==> config.mk <==
export PLATFORM = sky130hd
export DESIGN_NAME = rank_ilv_decoder
export DESIGN_NICKNAME = d
export VERILOG_FILES = /design/src/rtl/rid_pkg.sv /design/src/rtl/rid_rule_table.sv /design/src/rtl/rid_match.sv /design/src/rtl/rid_xlate.sv /design/src/rtl/rank_ilv_decoder.sv
export SDC_FILE = /design/constraint.sdc
export NUM_CORES = 1
export LEC_CHECK = 0
export BUFFER_PORTS_ARGS = -buffer_cell sky130_fd_sc_hd__buf_4
export CORE_MARGIN = 2
export CORE_UTILIZATION = 29
export CTS_CLUSTER_DIAMETER = 40
export DETAILED_ROUTE_END_ITERATION = 10
export PLACE_DENSITY = 0.5
export RECOVER_POWER = 25
export SYNTH_ARGS = -nofsm -noshare
export SYNTH_HDL_FRONTEND = slang
export SYNTH_HIERARCHICAL = 1
export SYNTH_SLANG_ARGS = --single-unit
==> constraint.sdc <==
create_clock -name clk -period 5.1 [get_ports clk]
set_input_delay 1.02 -clock clk [delete_from_list [all_inputs] [get_ports clk]]
set_output_delay 1.02 -clock clk [all_outputs]
set_load 0.01 [all_outputs]
==> src/rtl/rid_pkg.sv <==
package rid_pkg;

  // interleave codes double as right-shift amounts
  localparam logic [1:0] ILV_X1 = 2'd0;
  localparam logic [1:0] ILV_X2 = 2'd1;
  localparam logic [1:0] ILV_X4 = 2'd2;

  typedef logic [7:0] rank_word_t;

  // factor from the four way ranks
  function automatic logic [1:0] ilv_from_ranks(input rank_word_t r0, input rank_word_t r1,
                                                input rank_word_t r2, input rank_word_t r3);
    if (r0 == r1 && r0 == r2 && r0 == r3) return ILV_X1;
    if (r0 == r1 || r0 == r2 || r0 == r3) return ILV_X2;
    return ILV_X4;
  endfunction

  // way index from page policy
  function automatic logic [1:0] way_pick(input logic closed, input logic [1:0] b7_6,
                                          input logic [1:0] b13_12);
    return closed ? b7_6 : b13_12;
  endfunction

endpackage

==> src/rtl/rid_rule_table.sv <==
module rid_rule_table
  import rid_pkg::*;
#(
  parameter int NUM_RULES = 4,
  parameter int ADDR_W    = 34,
  parameter int RANK_W    = 4,
  parameter int OFF_W     = 8,
  localparam int RULE_W   = (NUM_RULES > 1) ? $clog2(NUM_RULES) : 1
) (
  input  logic                                          clk,
  input  logic                                          rst_n,
  input  logic                                          limit_we,
  input  logic                                          way_we,
  input  logic [RULE_W-1:0]                             wr_rule,
  input  logic [1:0]                                    wr_way,
  input  logic [ADDR_W-1:0]                             wr_limit,
  input  logic [RANK_W-1:0]                             wr_rank,
  input  logic [OFF_W-1:0]                              wr_offset,
  output logic [NUM_RULES-1:0][ADDR_W-1:0]              limit_o,
  output logic [NUM_RULES-1:0][3:0][RANK_W-1:0]         rank_o,
  output logic [NUM_RULES-1:0][3:0][OFF_W-1:0]          offset_o,
  output logic [NUM_RULES-1:0][1:0]                     ilv_o
);

  for (genvar g = 0; g < NUM_RULES; g++) begin : g_rule
    logic [ADDR_W-1:0]          lim_q;
    logic [3:0][RANK_W-1:0]     rk_q;
    logic [3:0][OFF_W-1:0]      of_q;
    logic [1:0]                 ilv_q;
    logic [3:0][RANK_W-1:0]     rk_next;
    logic                       hit_lim;
    logic                       hit_way;

    assign hit_lim = limit_we && (wr_rule == RULE_W'(g));
    assign hit_way = way_we   && (wr_rule == RULE_W'(g));

    always_comb begin
      rk_next = rk_q;
      rk_next[wr_way] = wr_rank;
    end

    always_ff @(posedge clk or negedge rst_n) begin
      if (!rst_n) begin
        lim_q <= '0;
        rk_q  <= '0;
        of_q  <= '0;
        ilv_q <= ILV_X1;
      end else begin
        if (hit_lim) lim_q <= wr_limit;
        if (hit_way) begin
          rk_q[wr_way] <= wr_rank;
          of_q[wr_way] <= wr_offset;
          ilv_q <= ilv_from_ranks(rank_word_t'(rk_next[0]), rank_word_t'(rk_next[1]),
                                  rank_word_t'(rk_next[2]), rank_word_t'(rk_next[3]));
        end
      end
    end

    assign limit_o[g]  = lim_q;
    assign rank_o[g]   = rk_q;
    assign offset_o[g] = of_q;
    assign ilv_o[g]    = ilv_q;

    // identical ranks in all ways must leave a factor of one stored
    a_r4_same_rank_x1 : assert property (@(posedge clk) disable iff (!rst_n)
      (rk_q[0] == rk_q[1] && rk_q[0] == rk_q[2] && rk_q[0] == rk_q[3]) |-> ilv_q == ILV_X1);
    // way 0 unique among the ways must leave a factor of four
    a_r4_unique_x4 : assert property (@(posedge clk) disable iff (!rst_n)
      (rk_q[0] != rk_q[1] && rk_q[0] != rk_q[2] && rk_q[0] != rk_q[3]) |-> ilv_q == ILV_X4);
  end

endmodule

==> src/rtl/rid_match.sv <==
module rid_match #(
  parameter int NUM_RULES = 4,
  parameter int ADDR_W    = 34,
  localparam int RULE_W   = (NUM_RULES > 1) ? $clog2(NUM_RULES) : 1
) (
  input  logic [NUM_RULES-1:0][ADDR_W-1:0] limit_i,
  input  logic [ADDR_W-1:0]                addr_i,
  output logic [NUM_RULES-1:0]             in_range_o,
  output logic [NUM_RULES-1:0]             grant_o,
  output logic [RULE_W-1:0]                sel_o,
  output logic                             hit_o
);

  for (genvar g = 0; g < NUM_RULES; g++) begin : g_cmp
    logic [ADDR_W-1:0] lower;
    if (g == 0) begin : g_first
      assign lower = '0;
    end else begin : g_rest
      assign lower = limit_i[g-1];
    end
    assign in_range_o[g] = (addr_i >= lower) && (addr_i < limit_i[g]);
  end

  // lowest index wins
  always_comb begin
    grant_o = '0;
    sel_o   = '0;
    for (int i = NUM_RULES - 1; i >= 0; i--) begin
      if (in_range_o[i]) begin
        grant_o = '0;
        grant_o[i] = 1'b1;
        sel_o = RULE_W'(i);
      end
    end
  end

  assign hit_o = |in_range_o;

endmodule

==> src/rtl/rid_xlate.sv <==
module rid_xlate
  import rid_pkg::*;
#(
  parameter int ADDR_W   = 34,
  parameter int RANK_W   = 4,
  parameter int OFF_W    = 8,
  parameter int VRANK_LG = 24
) (
  input  logic [ADDR_W-1:0]          addr_i,
  input  logic                       closed_i,
  input  logic [3:0][RANK_W-1:0]     rank_i,
  input  logic [3:0][OFF_W-1:0]      offset_i,
  input  logic [1:0]                 ilv_i,
  output logic [1:0]                 way_o,
  output logic [RANK_W-1:0]          rank_o,
  output logic [ADDR_W-1:0]          raddr_o
);

  localparam int EXT_W = ADDR_W - OFF_W;
  localparam logic [ADDR_W-1:0] MASK_CLOSED = ADDR_W'(64'h3f);
  localparam logic [ADDR_W-1:0] MASK_OPEN   = ADDR_W'(64'hfff);

  logic [OFF_W-1:0]  off_sel;
  logic [ADDR_W-1:0] off_bytes;
  logic [ADDR_W-1:0] shifted_sum;
  logic [ADDR_W-1:0] quotient;
  logic [ADDR_W-1:0] gran_mask;

  assign way_o       = way_pick(closed_i, addr_i[7:6], addr_i[13:12]);
  assign rank_o      = rank_i[way_o];
  assign off_sel     = offset_i[way_o];
  assign off_bytes   = {{EXT_W{off_sel[OFF_W-1]}}, off_sel} << VRANK_LG;
  assign shifted_sum = addr_i + off_bytes;
  assign quotient    = shifted_sum >> ilv_i;
  assign gran_mask   = closed_i ? MASK_CLOSED : MASK_OPEN;
  assign raddr_o     = (quotient & ~gran_mask) | (addr_i & gran_mask);

endmodule

==> src/rtl/rank_ilv_decoder.sv <==
module rank_ilv_decoder
  import rid_pkg::*;
#(
  parameter int NUM_RULES = 4,
  parameter int ADDR_W    = 34,
  parameter int RANK_W    = 4,
  parameter int OFF_W     = 8,
  parameter int VRANK_LG  = 24,
  localparam int RULE_W   = (NUM_RULES > 1) ? $clog2(NUM_RULES) : 1,
  localparam int DIMM_W   = RANK_W - 2
) (
  input  logic               clk,
  input  logic               rst_n,
  input  logic               cfg_limit_we,
  input  logic               cfg_way_we,
  input  logic [RULE_W-1:0]  cfg_rule,
  input  logic [1:0]         cfg_way,
  input  logic [ADDR_W-1:0]  cfg_limit,
  input  logic [RANK_W-1:0]  cfg_rank,
  input  logic [OFF_W-1:0]   cfg_offset,
  input  logic               lk_valid,
  input  logic [ADDR_W-1:0]  lk_addr,
  input  logic               lk_closed_page,
  output logic               rs_valid,
  output logic               rs_hit,
  output logic [RANK_W-1:0]  rs_rank,
  output logic [DIMM_W-1:0]  rs_dimm,
  output logic [ADDR_W-1:0]  rs_addr
);

  logic [NUM_RULES-1:0][ADDR_W-1:0]      tbl_limit;
  logic [NUM_RULES-1:0][3:0][RANK_W-1:0] tbl_rank;
  logic [NUM_RULES-1:0][3:0][OFF_W-1:0]  tbl_off;
  logic [NUM_RULES-1:0][1:0]             tbl_ilv;

  logic [NUM_RULES-1:0] in_range;
  logic [NUM_RULES-1:0] grant;
  logic [RULE_W-1:0]    sel;
  logic                 any_hit;

  logic [1:0]           way;
  logic [RANK_W-1:0]    xl_rank;
  logic [ADDR_W-1:0]    xl_raddr;

  rid_rule_table #(
    .NUM_RULES(NUM_RULES), .ADDR_W(ADDR_W), .RANK_W(RANK_W), .OFF_W(OFF_W)
  ) table_i (
    .clk(clk), .rst_n(rst_n),
    .limit_we(cfg_limit_we), .way_we(cfg_way_we),
    .wr_rule(cfg_rule), .wr_way(cfg_way), .wr_limit(cfg_limit),
    .wr_rank(cfg_rank), .wr_offset(cfg_offset),
    .limit_o(tbl_limit), .rank_o(tbl_rank), .offset_o(tbl_off), .ilv_o(tbl_ilv)
  );

  rid_match #(.NUM_RULES(NUM_RULES), .ADDR_W(ADDR_W)) match_i (
    .limit_i(tbl_limit), .addr_i(lk_addr),
    .in_range_o(in_range), .grant_o(grant), .sel_o(sel), .hit_o(any_hit)
  );

  rid_xlate #(
    .ADDR_W(ADDR_W), .RANK_W(RANK_W), .OFF_W(OFF_W), .VRANK_LG(VRANK_LG)
  ) xlate_i (
    .addr_i(lk_addr), .closed_i(lk_closed_page),
    .rank_i(tbl_rank[sel]), .offset_i(tbl_off[sel]), .ilv_i(tbl_ilv[sel]),
    .way_o(way), .rank_o(xl_rank), .raddr_o(xl_raddr)
  );

  always_ff @(posedge clk or negedge rst_n) begin
    if (!rst_n) begin
      rs_valid <= 1'b0;
      rs_hit   <= 1'b0;
      rs_rank  <= '1;
      rs_dimm  <= '1;
      rs_addr  <= '1;
    end else begin
      rs_valid <= lk_valid;
      if (lk_valid) begin
        rs_hit <= any_hit;
        if (any_hit) begin
          rs_rank <= xl_rank;
          rs_dimm <= xl_rank[RANK_W-1:2];
          rs_addr <= xl_raddr;
        end else begin
          rs_rank <= '1;
          rs_dimm <= '1;
          rs_addr <= '1;
        end
      end
    end
  end

  // at most one rule granted, and only one that is in range
  a_r3_grant_onehot : assert property (@(posedge clk) disable iff (!rst_n)
    $onehot0(grant) && ((grant & ~in_range) == '0));
  // result valid follows a request by one cycle
  a_r2_valid_follows : assert property (@(posedge clk) disable iff (!rst_n)
    lk_valid |=> rs_valid);
  a_r2_no_spurious : assert property (@(posedge clk) disable iff (!rst_n)
    !lk_valid |=> !rs_valid);
  // closed-page granule kept
  a_r5_closed_low_bits : assert property (@(posedge clk) disable iff (!rst_n)
    (lk_valid && lk_closed_page && any_hit) |=> rs_addr[5:0] == $past(lk_addr[5:0]));
  // open-page granule kept
  a_r6_open_low_bits : assert property (@(posedge clk) disable iff (!rst_n)
    (lk_valid && !lk_closed_page && any_hit) |=> rs_addr[11:0] == $past(lk_addr[11:0]));
  // miss drives all-ones results
  a_r9_miss_ones : assert property (@(posedge clk) disable iff (!rst_n)
    (rs_valid && !rs_hit) |-> (&rs_rank) && (&rs_dimm) && (&rs_addr));
  // DIMM is the upper rank bits on a hit
  a_r8_dimm_of_rank : assert property (@(posedge clk) disable iff (!rst_n)
    (rs_valid && rs_hit) |-> rs_dimm == rs_rank[RANK_W-1:2]);

endmodule

* Yosys cells after proc, flatten, opt, wreduce, memory -nomap -nowiden
Index checks and enable logic that the tools add are counted.
Word-level totals: RAM bits 0, memories 0, latch bits 0, ROM bits 0, register bits 378
Operators by class: eq/ne operators 15, bitwise operators 4, div/mod/pow operators 0, $mul 0, $lt $le $gt $ge 12, shifts and indexed selects 1, mux-type cells 67, reduce and logical (&&, ||, !) cells 31, add/sub/neg operators 1
Operators by type and width (count):
- 34-bit less-than comparator | 4
- 32-bit bitwise mux | 4
- 34-bit greater-or-equal comparator | 3
- 34-bit bitwise AND | 2
- 32-bit binary-select mux with 2-bit select | 1
- 16-bit bitwise mux | 4
- 4-bit equality test | 12
- 2-bit two-way mux | 23
- 34-bit adder | 1
- 34-bit by 1-bit greater-or-equal comparator with 1-bit output (second input constant) | 1
- 34-bit two-way mux | 1
- 34-bit NOT | 1
- 34-bit bitwise OR | 1
- 34-bit by 2-bit >> shifter with 34-bit output | 1
- 16-bit binary-select mux with 2-bit select | 1
- 32-bit two-way mux | 1
- 1-bit logical AND | 21
- 1-bit two-way mux | 20
- 8-bit binary-select mux with 2-bit select | 1
- 8-bit demux with 2-bit select | 1
- 16-bit two-way mux | 1
- 8-bit two-way mux | 2
- 12-bit two-way mux | 1
- 4-bit two-way mux | 3
- other kinds (10) | 20

* Longest topological paths before layout
Gate-level depths: netlist of the first run.
word-level depth 15, depth in mapped cells 25, depth with buffers taken out 23

* By module
Netlist of the first run, hierarchy kept.
Modules (own cells, without submodules):
- rid_rule_table | cells an instance 996, instances 1, sequential area each 8408.1 um^2, area an instance 14462.6 um^2
- rid_match | cells an instance 486, instances 1, sequential area each 0.0 um^2, area an instance 3463.3 um^2
- rank_ilv_decoder | cells an instance 232, instances 1, sequential area each 1048.5 um^2, area an instance 2916.5 um^2
- rid_xlate | cells an instance 219, instances 1, sequential area each 0.0 um^2, area an instance 1524.0 um^2

* Worst setup path before layout of the first run
No wires, ideal clock.
path kind input to register, start point input port lk_addr[6], end point register rs_addr[30], library setup time 0.080 ns, data arrival time 5.728 ns, path slack -0.707 ns, stages on the path 23, data required time 5.020 ns, cell sequence ha_1 > nand3_1 > or4_1 > or3_1 > a31oi_1 > nor4_1 > or2_4 > a21oi_1 > buf_1 > buf_2 > mux4_2 > nand2_1 > and3_1 > a31oi_1 > ha_1 > fa_1 > a21o_1 > a221oi_1 > a21oi_1 > xor2_1 > a221oi_1 > o21ai_0 > o22a_1
On the way: longest elaborated chain between the ends 15, elaborated cells on any way between the ends 29, those cells by class add/sub (1); order compare (8); shift (1); mux (12); bitwise (2); reduce/logical (5)
Ends and longest elaborated chain:
- start, declared | line rank_ilv_decoder.sv:22 | input logic [ADDR_W-1:0] lk_addr,
- 34-bit greater-or-equal comparator or 34-bit less-than comparator (tied branches) | line rid_match.sv:21 | assign in_range_o[g] = (addr_i >= lower) && (addr_i < limit_i[g]);
- 1-bit logical AND | line rid_match.sv:21
- 2-bit two-way mux (3 in series) | line rid_match.sv:29 | if (in_range_o[i]) begin
- 2-bit two-way mux (*) | line rid_match.sv:29
- named net sel[1] | line rank_ilv_decoder.sv:38 | logic [RULE_W-1:0] sel;
- 32-bit binary-select mux with 2-bit select | line rank_ilv_decoder.sv:64 | .rank_i(tbl_rank[sel]), .offset_i(tbl_off[sel]), .ilv_i(tbl_ilv[sel]),
- 32-bit two-way mux (implied by the code) | line rank_ilv_decoder.sv:64
- 8-bit binary-select mux with 2-bit select | line rid_xlate.sv:31 | assign off_sel = offset_i[way_o];
- 8-bit two-way mux (implied by the code) | line rid_xlate.sv:31
- 34-bit adder | line rid_xlate.sv:33 | assign shifted_sum = addr_i + off_bytes;
- 34-bit by 2-bit >> shifter with 34-bit output (*) | line rid_xlate.sv:34 | assign quotient = shifted_sum >> ilv_i;
- 34-bit bitwise AND (*) | line rid_xlate.sv:36 | assign raddr_o = (quotient & ~gran_mask) | (addr_i & gran_mask);
- 34-bit bitwise OR (*) | line rid_xlate.sv:36
- named net xl_raddr[30] | line rank_ilv_decoder.sv:43 | logic [ADDR_W-1:0] xl_raddr;
- 34-bit two-way mux (*) | line rank_ilv_decoder.sv:79 | if (any_hit) begin
- end signal, assigned | line rank_ilv_decoder.sv:82 | rs_addr <= xl_raddr;
- end, declared | line rank_ilv_decoder.sv:28 | output logic [ADDR_W-1:0] rs_addr
Mark *: on every way through the listed nets, which the timed path passes. The rest lies on a longest branch. The select of a mux whose other input is x is not followed. A chain may end at the register's enable or synchronous reset.

* Worst setup path after layout of the first run
start point input port lk_addr[28], end point register rs_addr[29]
Same word-level chain as after synthesis.

==> summary.txt, run 1 <==
Timing
  – Max-slew headroom: -113%
  – Fmax achieved: 183 MHz
  – Worst hold slack: 0.471 ns
  – RSZ-0062 raised after global routing: true
  – Worst Tran Pin Value: 3.20 ns
  – Setup TNS: -2.76 ns
  – Final worst slack: -0.375 ns
  – Clock Skew: 0.0260 ns
  – Minimum clock period after layout: 5.48 ns
  – Final worst-path cycle share: 107%
  – Slew Limit Fails: 189
  – Fin. Hold Viols: 0
  – Setup-failing EPs final: 9

Global route
  – Vias in the first global route: 16.6k
  – Global route overflow: 0
  – First-pass GRT wire length: 102 mm
  – Initial antenna violation count: 2
  – Total track usage: 17.0%
  – Busiest grt layer: met2
  – Largest net degree at the start of global routing: 120
  – M2 GR Usage: 28.2%
  – Met1 GRT Util: 22.2%
  – Met3 Usage GRT: 3.06%

Worst hold path
  – Worst hold path class: reg -> reg

Die
  – DIE AREA: 79100 µm²
  – Die Wd: 281 µm
  – Chip height: 281 µm
  – Site Rows: 101
  – Starting Density: 29.3%
  – Io pins: 132
  – Core area: 76100 µm²

Power
  – Total Power: 0.0145 W
  – Power Density: 501 nW/µm²
  – Peak VDD IR: 268 µV
  – Leak: 12.9 nW

Drt
  – Per-cell routed wire length: 20.5 µm
  – Vias after detailed routing: 15.8k
  – Total wire length: 66.9 mm
  – Post-DR vias/cell: 4.85
  – Pre-antenna DRT Iters: 5
  – Initial DRC count: 835
  – Remaining DRCs: 0
  – Antenna-violating nets left: 0

Clock tree
  – TritonCTS clock tree: done
  – CTS Root Cell: clkbuf_16
  – CTS Buf Count: 74
  – Clk sinks: 376
  – Hold-fix buffers at CTS: 0
  – Clock-pin slew on the worst setup and hold paths: 0.05 ns
  – Clock Path Buffers: 3
  – H-tree depth: 3
  – Clock Latency Late Sink: 0.61 ns

Status
  – Failing checks: capacitance limit, slew limit, setup timing
  – Status: finished, violations left

Setup path
  – Critical Path RT: 5.59 ns
  – Crit Path Class: in -> reg
  – Peak fanout along the critical path: 5
  – Data arrival, critical path: 5.96 ns
  – CP Launch Type: primary input
  – Crit path capture type: flip-flop

Yosys
  – Yosys Warn Count: 6
  – Cell count after synthesis: 1920
  – Synthesized area per cell: 11.6 µm²
  – Mapped cell area: 22300 µm²
  – Synthesized net count: 2155

Placed design
  – Hpwl dp: 46.8 mm
  – Routability Congestion: 0.876
  – Port Buf Inserts: 131
  – Placed Instances: 3098

Final layout
  – Area added between synthesis and finish: 29.7%
  – Ratio of cells with drive above 1 in the final layout: 44.1%
  – Diode count: 0
  – Final std cells w/o fill: 3268
  – Final #Nets: 2413

Job
  – Max-cap violation count: 4
==> layout make-up <==
| cell class | instances | area (µm²) |
|---|---|---|
| well taps | 1030 | 1290 |
| clock inverters | 47 | 604 |
| inverters | 179 | 672 |
| flip-flops and latches | 376 | 9460 |
| clock buffers | 89 | 2060 |
| multi-input cells | 1237 | 12200 |
| repair buffers | 310 | 2610 |
| fillers | 7410 | 47200 |
==> state kept, by name (all words and copies together), names as in the netlist <==
signal and flops:
rs_hit 1, rs_valid 1, table_i/g_rule.ilv_q 8, rs_addr 34, table_i/g_rule.lim_q 136, rs_rank 4, table_i/offset_o 128, table_i/rank_o 64
==> worst paths after layout <==
path | start | slack (ns) | cells past startpoint | to
worst min-delay path | table_i/g_rule[1].ilv_q[0] | 0.47 | 2 | table_i/g_rule[1].ilv_q[0]
worst min register to register | table_i/g_rule[1].ilv_q[0] | 0.47 | 2 | table_i/g_rule[1].ilv_q[0]
worst max-delay path | lk_addr[28] | -0.38 | 26 | rs_addr[29]
worst max register to register | table_i/g_rule[0].lim_q[21] | -0.25 | 27 | rs_addr[32]
min in group asynchronous | rst_n | 1.41 | 1 | table_i/offset_o[69]
max in group asynchronous | rst_n | 0.86 | 2 | table_i/rank_o[5]
==> critical path, cell delays in order <==
cell	delay [ns]
buf_8	0.10
buf_8	0.12
ha_4	0.23
and3_4	0.14
a221o_1	0.32
a221oi_2	0.33
nand2_1	0.12
a31o_4	0.26
o31ai_4	0.31
buf_12	0.18
mux4_2	0.51
nand2_2	0.07
and3_4	0.19
a31oi_2	0.04
ha_2	0.23
fa_2	0.39
a21o_1	0.21
a221oi_4	0.31
buf_4	0.17
xor2_2	0.17
buf_4	0.16
o21ai_2	0.06
a21oi_2	0.13
a21oi_2	0.04
inv_1	0.07
a31oi_1	0.06
==> power breakdown <==
group          leakage [nW]  switching, W  internal (W)  total [W]
sequential             4.48      0.000592       0.00378    0.00438
combinational          7.09       0.00225       0.00268    0.00493
clock                  1.29       0.00175       0.00342    0.00517
total                  12.9       0.00459       0.00989     0.0145
==> timing repair <==
| action | in CTS | in global routing |
|---|---|---|
| setup buffers | 17 | 16 |
| gates resized for setup | 73 | 52 |
| endpoints found under the setup margin | 11 | 21 |
| pin swaps | 54 | 33 |
| gates cloned | 2 | 1 |
==> stage by stage <==
step	cell area [µm²]	setup WS [ns]	util, %
after floorplan	22400	-0.351	-
after global placement	25200	-1.20	33.2
after detailed placement	25200	-1.25	33.2
after CTS	28500	-0.301	37.5
after global routing	28900	-0.555	38.0
final	28900	-0.375	38.0
==> routing by layer <==
| layer | up-vias | wire length (µm) |
|---|---|---|
| met5 | - | 23 |
| met4 | 4 | 1900 |
| met3 | 111 | 3190 |
| met2 | 318 | 31900 |
| met1 | 8044 | 29900 |
| li1 | 7372 | - |
==> layout by cell type, fill, tap and decap left out, drive strengths merged, types with 59 or more instances in the layout <==
cell and n:
mux2 340, dfrtp 338, buf 303, inv 186, ha 144, clkbuf 96
xnor2 82, nand2 82, a21oi 76, nor2 75, mux4 59
(Power assumes the default switching activity.)
==> inputs of run 2 (changes only) <==
--- a/config.mk
+++ b/config.mk
@@ -6,11 +6,13 @@
 export NUM_CORES = 1
 export LEC_CHECK = 0
 export BUFFER_PORTS_ARGS = -buffer_cell sky130_fd_sc_hd__buf_4
+export CELL_PAD_IN_SITES_DETAIL_PLACEMENT = 1
+export CELL_PAD_IN_SITES_GLOBAL_PLACEMENT = 2
 export CORE_MARGIN = 2
 export CORE_UTILIZATION = 29
 export CTS_CLUSTER_DIAMETER = 40
 export DETAILED_ROUTE_END_ITERATION = 10
-export PLACE_DENSITY = 0.5
+export PLACE_DENSITY = 0.65
 export RECOVER_POWER = 25
 export SYNTH_ARGS = -nofsm -noshare
 export SYNTH_HDL_FRONTEND = slang
==> run 2 against run 1 <==
Effect of this change: the flow still finishes with violations (capacitance limit, slew limit, setup timing); critical endpoint is now rs_addr[32]; sequential power hardly changed; setup slack better by 0.0037 ns; via count is 1.9% higher; clock power is 7.0% higher; maximum frequency hardly changed; highest routed layer unchanged.
==> summary.txt, run 2 (synthesis gave the netlist of run 1 again) <==
Status
  – Status: finished, violations left (unchanged)
  – Failing checks: capacitance limit, slew limit, setup timing (unchanged)

Clock tree
  – H-tree depth: 3 (unchanged)
  – Clock-pin slew on the worst setup and hold paths: 0.05 ns (about the same)
  – Clock Latency Late Sink: 0.62 ns (was 0.61 ns)
  – CTS Buf Count: 84 (was 74)
  – Clock Path Buffers: 3 (unchanged)
  – TritonCTS clock tree: done (unchanged)
  – CTS Root Cell: clkbuf_16 (unchanged)
  – Hold-fix buffers at CTS: 0 (unchanged)
  – Clk sinks: 376 (unchanged)

Die
  – Chip height: 281 µm (unchanged)
  – Io pins: 132 (unchanged)
  – Die Wd: 281 µm (unchanged)
  – Site Rows: 101 (unchanged)
  – Starting Density: 29.3% (unchanged)
  – DIE AREA: 79100 µm² (unchanged)
  – Core area: 76100 µm² (unchanged)

Setup path
  – Crit Path Class: in -> reg (unchanged)
  – Data arrival, critical path: 6.00 ns (was 5.96 ns)
  – Peak fanout along the critical path: 6 (was 5)
  – CP Launch Type: primary input (unchanged)
  – Critical Path RT: 5.63 ns (was 5.59 ns)
  – Crit path capture type: flip-flop (unchanged)

Final layout
  – Final #Nets: 2443 (was 2413)
  – Leading cell types in the layout, fill and taps excluded: mux2_2 (340), dfrtp_1 (338), buf_4 (289) (was mux2_2 (340), dfrtp_1 (338), buf_4 (268))
  – Area added between synthesis and finish: 32.9% (was 29.7%)
  – Max reg flops: 136 (unchanged)
  – Ratio of cells with drive above 1 in the final layout: 45.9% (was 44.1%)
  – Final std cells w/o fill: 3309 (was 3268)
  – FILL cells: 8103 (was 7410)
  – Fin util: 39.0% (was 38.0%)
  – Reg with most FFs: table_i/g_rule.lim_q (unchanged)
  – Diode count: 0 (unchanged)
  – Most common cell after layout, fill and taps aside: mux2_2 (unchanged)
  – Fin area: 29600 µm² (was 28900 µm²)

Global route
  – Total track usage: 18.3% (was 17.0%)
  – Largest net degree at the start of global routing: 127 (was 120)
  – Vias in the first global route: 17.8k (was 16.6k)
  – Global route overflow: 0 (unchanged)
  – First-pass GRT wire length: 110 mm (was 102 mm)
  – Initial antenna violation count: 2 (unchanged)

Power
  – Power Density: 505 nW/µm² (was 501 nW/µm²)
  – Leak: 13.1 nW (was 12.9 nW)
  – Peak VDD IR: 256 µV (was 268 µV)

Drt
  – Per-cell routed wire length: 21.8 µm (was 20.5 µm)
  – Antenna-violating nets left: 0 (unchanged)
  – Total wire length: 72.0 mm (was 66.9 mm)
  – Initial DRC count: 654 (was 835)
  – Vias after detailed routing: 16.1k (was 15.8k)
  – Pre-antenna DRT Iters: 5 (unchanged)
  – Post-DR vias/cell: 4.88 (was 4.85)
  – Remaining DRCs: 0 (unchanged)

Worst hold path
  – Worst hold path class: reg -> reg (unchanged)

Placed design
  – Hpwl dp: 49.1 mm (was 46.8 mm)
  – Placed Instances: 3106 (was 3098)
  – Place WS: -1.58 ns (was -1.25 ns)
  – Routability Congestion: 0.842 (was 0.876)
  – Placed inst area: 25300 µm² (was 25200 µm²)
  – Port Buf Inserts: 131 (unchanged)

Timing
  – Clock Skew: 0.0216 ns (was 0.0260 ns)
  – Setup TNS: -2.65 ns (was -2.76 ns)
  – Max-slew headroom: -175% (was -113%)
  – Fmax achieved: 183 MHz (about the same)
  – RSZ-0062 raised after global routing: true (unchanged)
  – Final worst slack: -0.372 ns (was -0.375 ns)
  – Worst Tran Pin Value: 4.13 ns (was 3.20 ns)
  – Final worst-path cycle share: 107% (about the same)
  – Setup-failing EPs final: 9 (unchanged)
  – Minimum clock period after layout: 5.47 ns (was 5.48 ns)
  – Slew Limit Fails: 65 (was 189)
  – Fin. Hold Viols: 0 (unchanged)

Job
  – Max-cap violation count: 1 (was 4)
## run 2: cell count changes in the layout (fill, tap and decap cells not counted), sizes merged
cell      delta
buf         +26
clkinvlp     +9
inv          +6
clkbuf       +5
clkinv       -4
bufinv       -1
## run 2: final cells by class
class                      instances  area, µm²  share of cell area (%)
sequential                       376       9460                    31.9
clock inverter                    57        656                    2.21
clock buffer                     100       2260                    7.64
multi-input combinational       1237      12500                    42.2
timing repair buffer             330       2790                    9.40
inverter                         179        672                    2.27
tap                             1030       1290                    4.35
## run 2: timing repair
item                       CTS  global route
setup endpoints to repair   14            12
cloned                       3             0
pin swaps                   48            59
resized for setup           80            88
buffers inserted            21            27
## run 2: worst paths after layout
check | start | endpoint | slack (ns) | cells after the start
setup / recovery | lk_addr[33] | rs_addr[32] | -0.37 | 24
hold / removal | table_i/g_rule[2].ilv_q[0] | table_i/g_rule[2].ilv_q[0] | 0.48 | 2
setup reg to reg | table_i/g_rule[3].lim_q[27] | rs_addr[32] | -0.26 | 23
hold reg to reg | table_i/g_rule[2].ilv_q[0] | table_i/g_rule[2].ilv_q[0] | 0.48 | 2
max in group asynchronous | rst_n | table_i/g_rule[2].lim_q[21] | 0.92 | 1
min in group asynchronous | rst_n | table_i/g_rule[1].lim_q[11] | 1.86 | 1
## run 2: per-layer routing
metal	track usage, %	wire [µm]
met3	2.97	2880
met1	24.4	33000
met4	5.97	1930
met5	0	27
met2	30.3	34100
## run 2: through the flow
| stage | hold slack [ns] | total power (W) |
|---|---|---|
| global route | 0.499 | 0.0159 |
| CTS | 0.376 | 0.0149 |
| global placement | 0.466 | 0.00871 |
| detailed placement | 0.477 | 0.00888 |
| finish | 0.485 | 0.0150 |
| floorplan | 0.443 | 0.00725 |
## run 2: where the power goes
part | leakage (nW) | total (W) | internal (W) | switching (W)
Sequential | 4.48 | 0.00438 | 0.00378 | 0.000596
Clock | 1.38 | 0.00553 | 0.00366 | 0.00188
Combinational | 7.24 | 0.00506 | 0.00270 | 0.00236
## run 2: worst max-delay path, cell delays in order
cell and delay, ns:
buf_8 0.11, buf_6 0.12, ha_4 0.26, nand4_1 0.16, nand3b_1 0.32, or2_4 0.32
a2111oi_4 0.38, nor4_4 0.08, or2_4 0.26, a21oi_4 0.17, buf_12 0.15, buf_4 0.11
buf_8 0.10, mux4_2 0.30, mux4_2 0.59, ha_4 0.27, inv_2 0.05, nor2_1 0.05
o21ai_1 0.14, or3b_4 0.43, xnor2_4 0.16, a211oi_2 0.24, inv_1 0.06, a31oi_1 0.13
==> inputs of run 3 (changes only) <==
--- a/config.mk
+++ b/config.mk
@@ -14,6 +14,7 @@
 export DETAILED_ROUTE_END_ITERATION = 10
 export PLACE_DENSITY = 0.65
 export RECOVER_POWER = 25
+export SLEW_MARGIN = 10
 export SYNTH_ARGS = -nofsm -noshare
 export SYNTH_HDL_FRONTEND = slang
 export SYNTH_HIERARCHICAL = 1
==> constraint.sdc (replaced) <==
create_clock -name clk -period 5.1 [get_ports clk]
set_input_delay 0.255 -clock clk [delete_from_list [all_inputs] [get_ports clk]]
set_output_delay 0.255 -clock clk [all_outputs]
set_load 0.01 [all_outputs]
==> run 3 against run 2 <==
Effect of this change: maximum frequency rose by 0.20%; combinational power fell by 2%; clock skew rose by 0.0023 ns; the flow still finishes with violations (capacitance limit, slew limit, setup timing); non-clock buffer count rose by 15; sequential cell count did not move; via count rose by 0.79%; total power rose by 2.1%; clock power rose by 8.1%; register-to-register slack got worse by 0.10 ns; global-route usage rose by 0.16 points; largest power group unchanged; setup slack improved by 0.011 ns.
==> summary.txt, run 3 (synthesis gave the netlist of run 1 again) <==
Status
  – Status: finished, violations left (unchanged)
  – Failing checks: capacitance limit, slew limit, setup timing (unchanged)

Timing
  – Slew Limit Fails: 249 (was 65)
  – Worst Tran Pin Value: 3.11 ns (was 4.13 ns)
  – Max-slew headroom: -107% (was -175%)
  – Final worst slack: -0.360 ns (was -0.372 ns)
  – Fmax achieved: 183 MHz (about the same)
  – Minimum clock period after layout: 5.46 ns (was 5.47 ns)
  – RSZ-0062 raised after global routing: true (unchanged)
  – Clock Skew: 0.0239 ns (was 0.0216 ns)
  – Fin. Hold Viols: 0 (unchanged)
  – Setup-failing EPs final: 9 (unchanged)
  – Final worst-path cycle share: 107% (about the same)

Final layout
  – Leading cell types in the layout, fill and taps excluded: mux2_2 (340), dfrtp_1 (338), buf_4 (268) (was mux2_2 (340), dfrtp_1 (338), buf_4 (289))
  – Max reg flops: 136 (unchanged)
  – Fin area: 29500 µm² (was 29600 µm²)
  – Most common cell after layout, fill and taps aside: mux2_2 (unchanged)
  – Area added between synthesis and finish: 32.5% (was 32.9%)
  – Final #Nets: 2459 (was 2443)
  – Ratio of cells with drive above 1 in the final layout: 42.0% (was 45.9%)
  – Reg with most FFs: table_i/g_rule.lim_q (unchanged)
  – Final std cells w/o fill: 3328 (was 3309)

Die
  – Core area: 76100 µm² (unchanged)
  – Starting Density: 29.3% (unchanged)
  – Die Wd: 281 µm (unchanged)
  – Site Rows: 101 (unchanged)
  – Chip height: 281 µm (unchanged)
  – DIE AREA: 79100 µm² (unchanged)
  – Io pins: 132 (unchanged)

Power
  – Leak: 13.2 nW (was 13.1 nW)
  – Power Density: 518 nW/µm² (was 505 nW/µm²)
  – Peak VDD IR: 275 µV (was 256 µV)
  – Total Power: 0.0153 W (was 0.0150 W)

Global route
  – First-pass GRT wire length: 111 mm (was 110 mm)
  – Vias in the first global route: 18.4k (was 17.8k)
  – Largest net degree at the start of global routing: 143 (was 127)
  – Global route overflow: 0 (unchanged)
  – Total track usage: 18.5% (was 18.3%)
  – Initial antenna violation count: 2 (unchanged)

Clock tree
  – Clock Path Buffers: 3 (unchanged)
  – CTS Buf Count: 85 (was 84)
  – TritonCTS clock tree: done (unchanged)
  – Clk sinks: 376 (unchanged)
  – H-tree depth: 3 (unchanged)
  – CTS Root Cell: clkbuf_16 (unchanged)
  – Clock-pin slew on the worst setup and hold paths: 0.05 ns (about the same)
  – Clock Latency Late Sink: 0.62 ns (about the same)

Setup path
  – FF-to-FF path depth: 25 (was 23)
  – Reg-to-Reg End: rs_addr[30] (was rs_addr[32])
  – Crit path largest cell delay: 0.53 ns (was 0.59 ns)
  – Worst Path Buf+Inv: 5 (was 7)
  – Reg2reg start: table_i/g_rule[1].lim_q[8] (was table_i/g_rule[3].lim_q[27])
  – Data arrival, critical path: 6.01 ns (was 6.00 ns)
  – Crit Path Class: reg -> reg (was in -> reg)
  – Peak fanout along the critical path: 7 (was 6)
  – CP dominant cell by count: buf_12
  – Slowest CP cell: or4_4 (was mux4_2)
  – Critical Path RT: 5.65 ns (was 5.63 ns)
  – CP Launch Type: flip-flop (was primary input)
  – Crit path capture type: flip-flop (unchanged)
  – Crit-path leading delay family: compound AO/OA/AOI/OAI gates (was simple AND/OR/NAND/NOR gates)
  – R2R setup slack: -0.36 ns (was -0.26 ns)

Worst hold path
  – Hold depth: 2 (unchanged)
  – Worst hold path class: in -> reg (was reg -> reg)
  – Worst Hold Path EP: table_i/offset_o[73] (was table_i/g_rule[2].ilv_q[0])
  – HP Start: cfg_offset[1] (was table_i/g_rule[2].ilv_q[0])

Placed design
  – Port Buf Inserts: 131 (unchanged)
  – Place WS: -0.719 ns (was -1.58 ns)
  – Routability Congestion: 0.813 (was 0.842)
  – Placed Instances: 3092 (was 3106)
  – Placed inst area: 25100 µm² (was 25300 µm²)
  – Hpwl dp: 49.3 mm (was 49.1 mm)

Drt
  – Total wire length: 72.3 mm (was 72.0 mm)
  – Post-DR vias/cell: 4.89 (was 4.88)
  – Per-cell routed wire length: 21.7 µm (was 21.8 µm)
  – Antenna-violating nets left: 0 (unchanged)
  – Pre-antenna DRT Iters: 4 (was 5)
  – Initial DRC count: 612 (was 654)
  – Vias after detailed routing: 16.3k (was 16.1k)
  – Remaining DRCs: 0 (unchanged)

Job
  – Max-cap violation count: 5 (was 1)
[run 3: cell count changes in the layout (fill, tap and decap cells not counted), sizes merged]
cell / delta
dlygate4sd3: +47
buf: -38
clkbuf: +14
bufinv: +8
clkinvlp: -8
inv: -7
bufbuf: +1
clkinv: +1
diode: +1
[run 3: worst max-delay path by stage]
stage | startpoint | depth (start not counted) | endpoint | slack, ns
global placement | table_i/g_rule[0].lim_q[31] | 24 | rs_addr[30] | -0.71
finish | table_i/g_rule[1].lim_q[8] | 25 | rs_addr[30] | -0.36
detailed placement | lk_addr[8] | 24 | rs_addr[30] | -0.72
global route | table_i/g_rule[3].lim_q[3] | 28 | rs_addr[31] | -0.58
floorplan | table_i/g_rule[3].lim_q[29] | 21 | rs_addr[32] | 0.02
CTS | table_i/g_rule[1].lim_q[13] | 24 | rs_addr[30] | -0.37
[run 3: report_power, final]
group	switching, W	internal (W)
Clock	0.00186	0.00412
Combinational	0.00232	0.00262
Sequential	0.000582	0.00378
[run 3: repair_timing]
item,in CTS,in global routing
hold endpoints to repair,331,0
buffers inserted,20,12
hold buffers,47,0
gates cloned,2,0
pin swaps,39,31
resized for setup,60,40
setup endpoints to repair,12,12
[run 3: final cells by class]
class,count,area [µm²]
fill,8142,46500
multi-input combinational,1237,12000
sequential,376,9460
timing repair buffer,345,2930
clock buffer,109,2340
tap,1030,1290
clock inverter,51,808
inverter,179,672
antenna,1,2.50
[run 3: worst register-to-register path: stages (launching register included)]
cell	delay (ns)
dfrtp_1	0.34
inv_1	0.05
ha_1	0.30
nand3_1	0.17
or4_4	0.53
or3_4	0.41
a31oi_4	0.21
nor4_4	0.08
or2_4	0.28
a21oi_4	0.19
buf_12	0.17
buf_12	0.14
buf_8	0.13
mux4_2	0.30
nand2_1	0.07
and3_1	0.17
a31oi_2	0.07
ha_4	0.21
a21o_1	0.19
buf_4	0.15
a221oi_4	0.33
a21oi_2	0.11
xor2_2	0.20
a221oi_2	0.29
o21ai_1	0.15
o22a_1	0.18
[run 3: layer usage]
metal	vias to the layer above	part of all wire, %	track usage [%]
met5	-	0.029	0
met4	4	3.0	7.09
met3	117	3.7	3.31
met2	298	51	32.6
met1	8421	43	22.3
li1	7435	-	-
[run 3: per-stage QoR]
stage               utilization, %  hold slack (ns)  TNS [ns]
floorplan                        -          -0.0406         0
CTS                           38.5          0.00199     -2.64
finish                        38.8           0.0306     -2.39
detailed placement            33.0            0.377     -5.90
global route                  38.8           0.0307     -4.58
global placement              33.0            0.361     -5.33
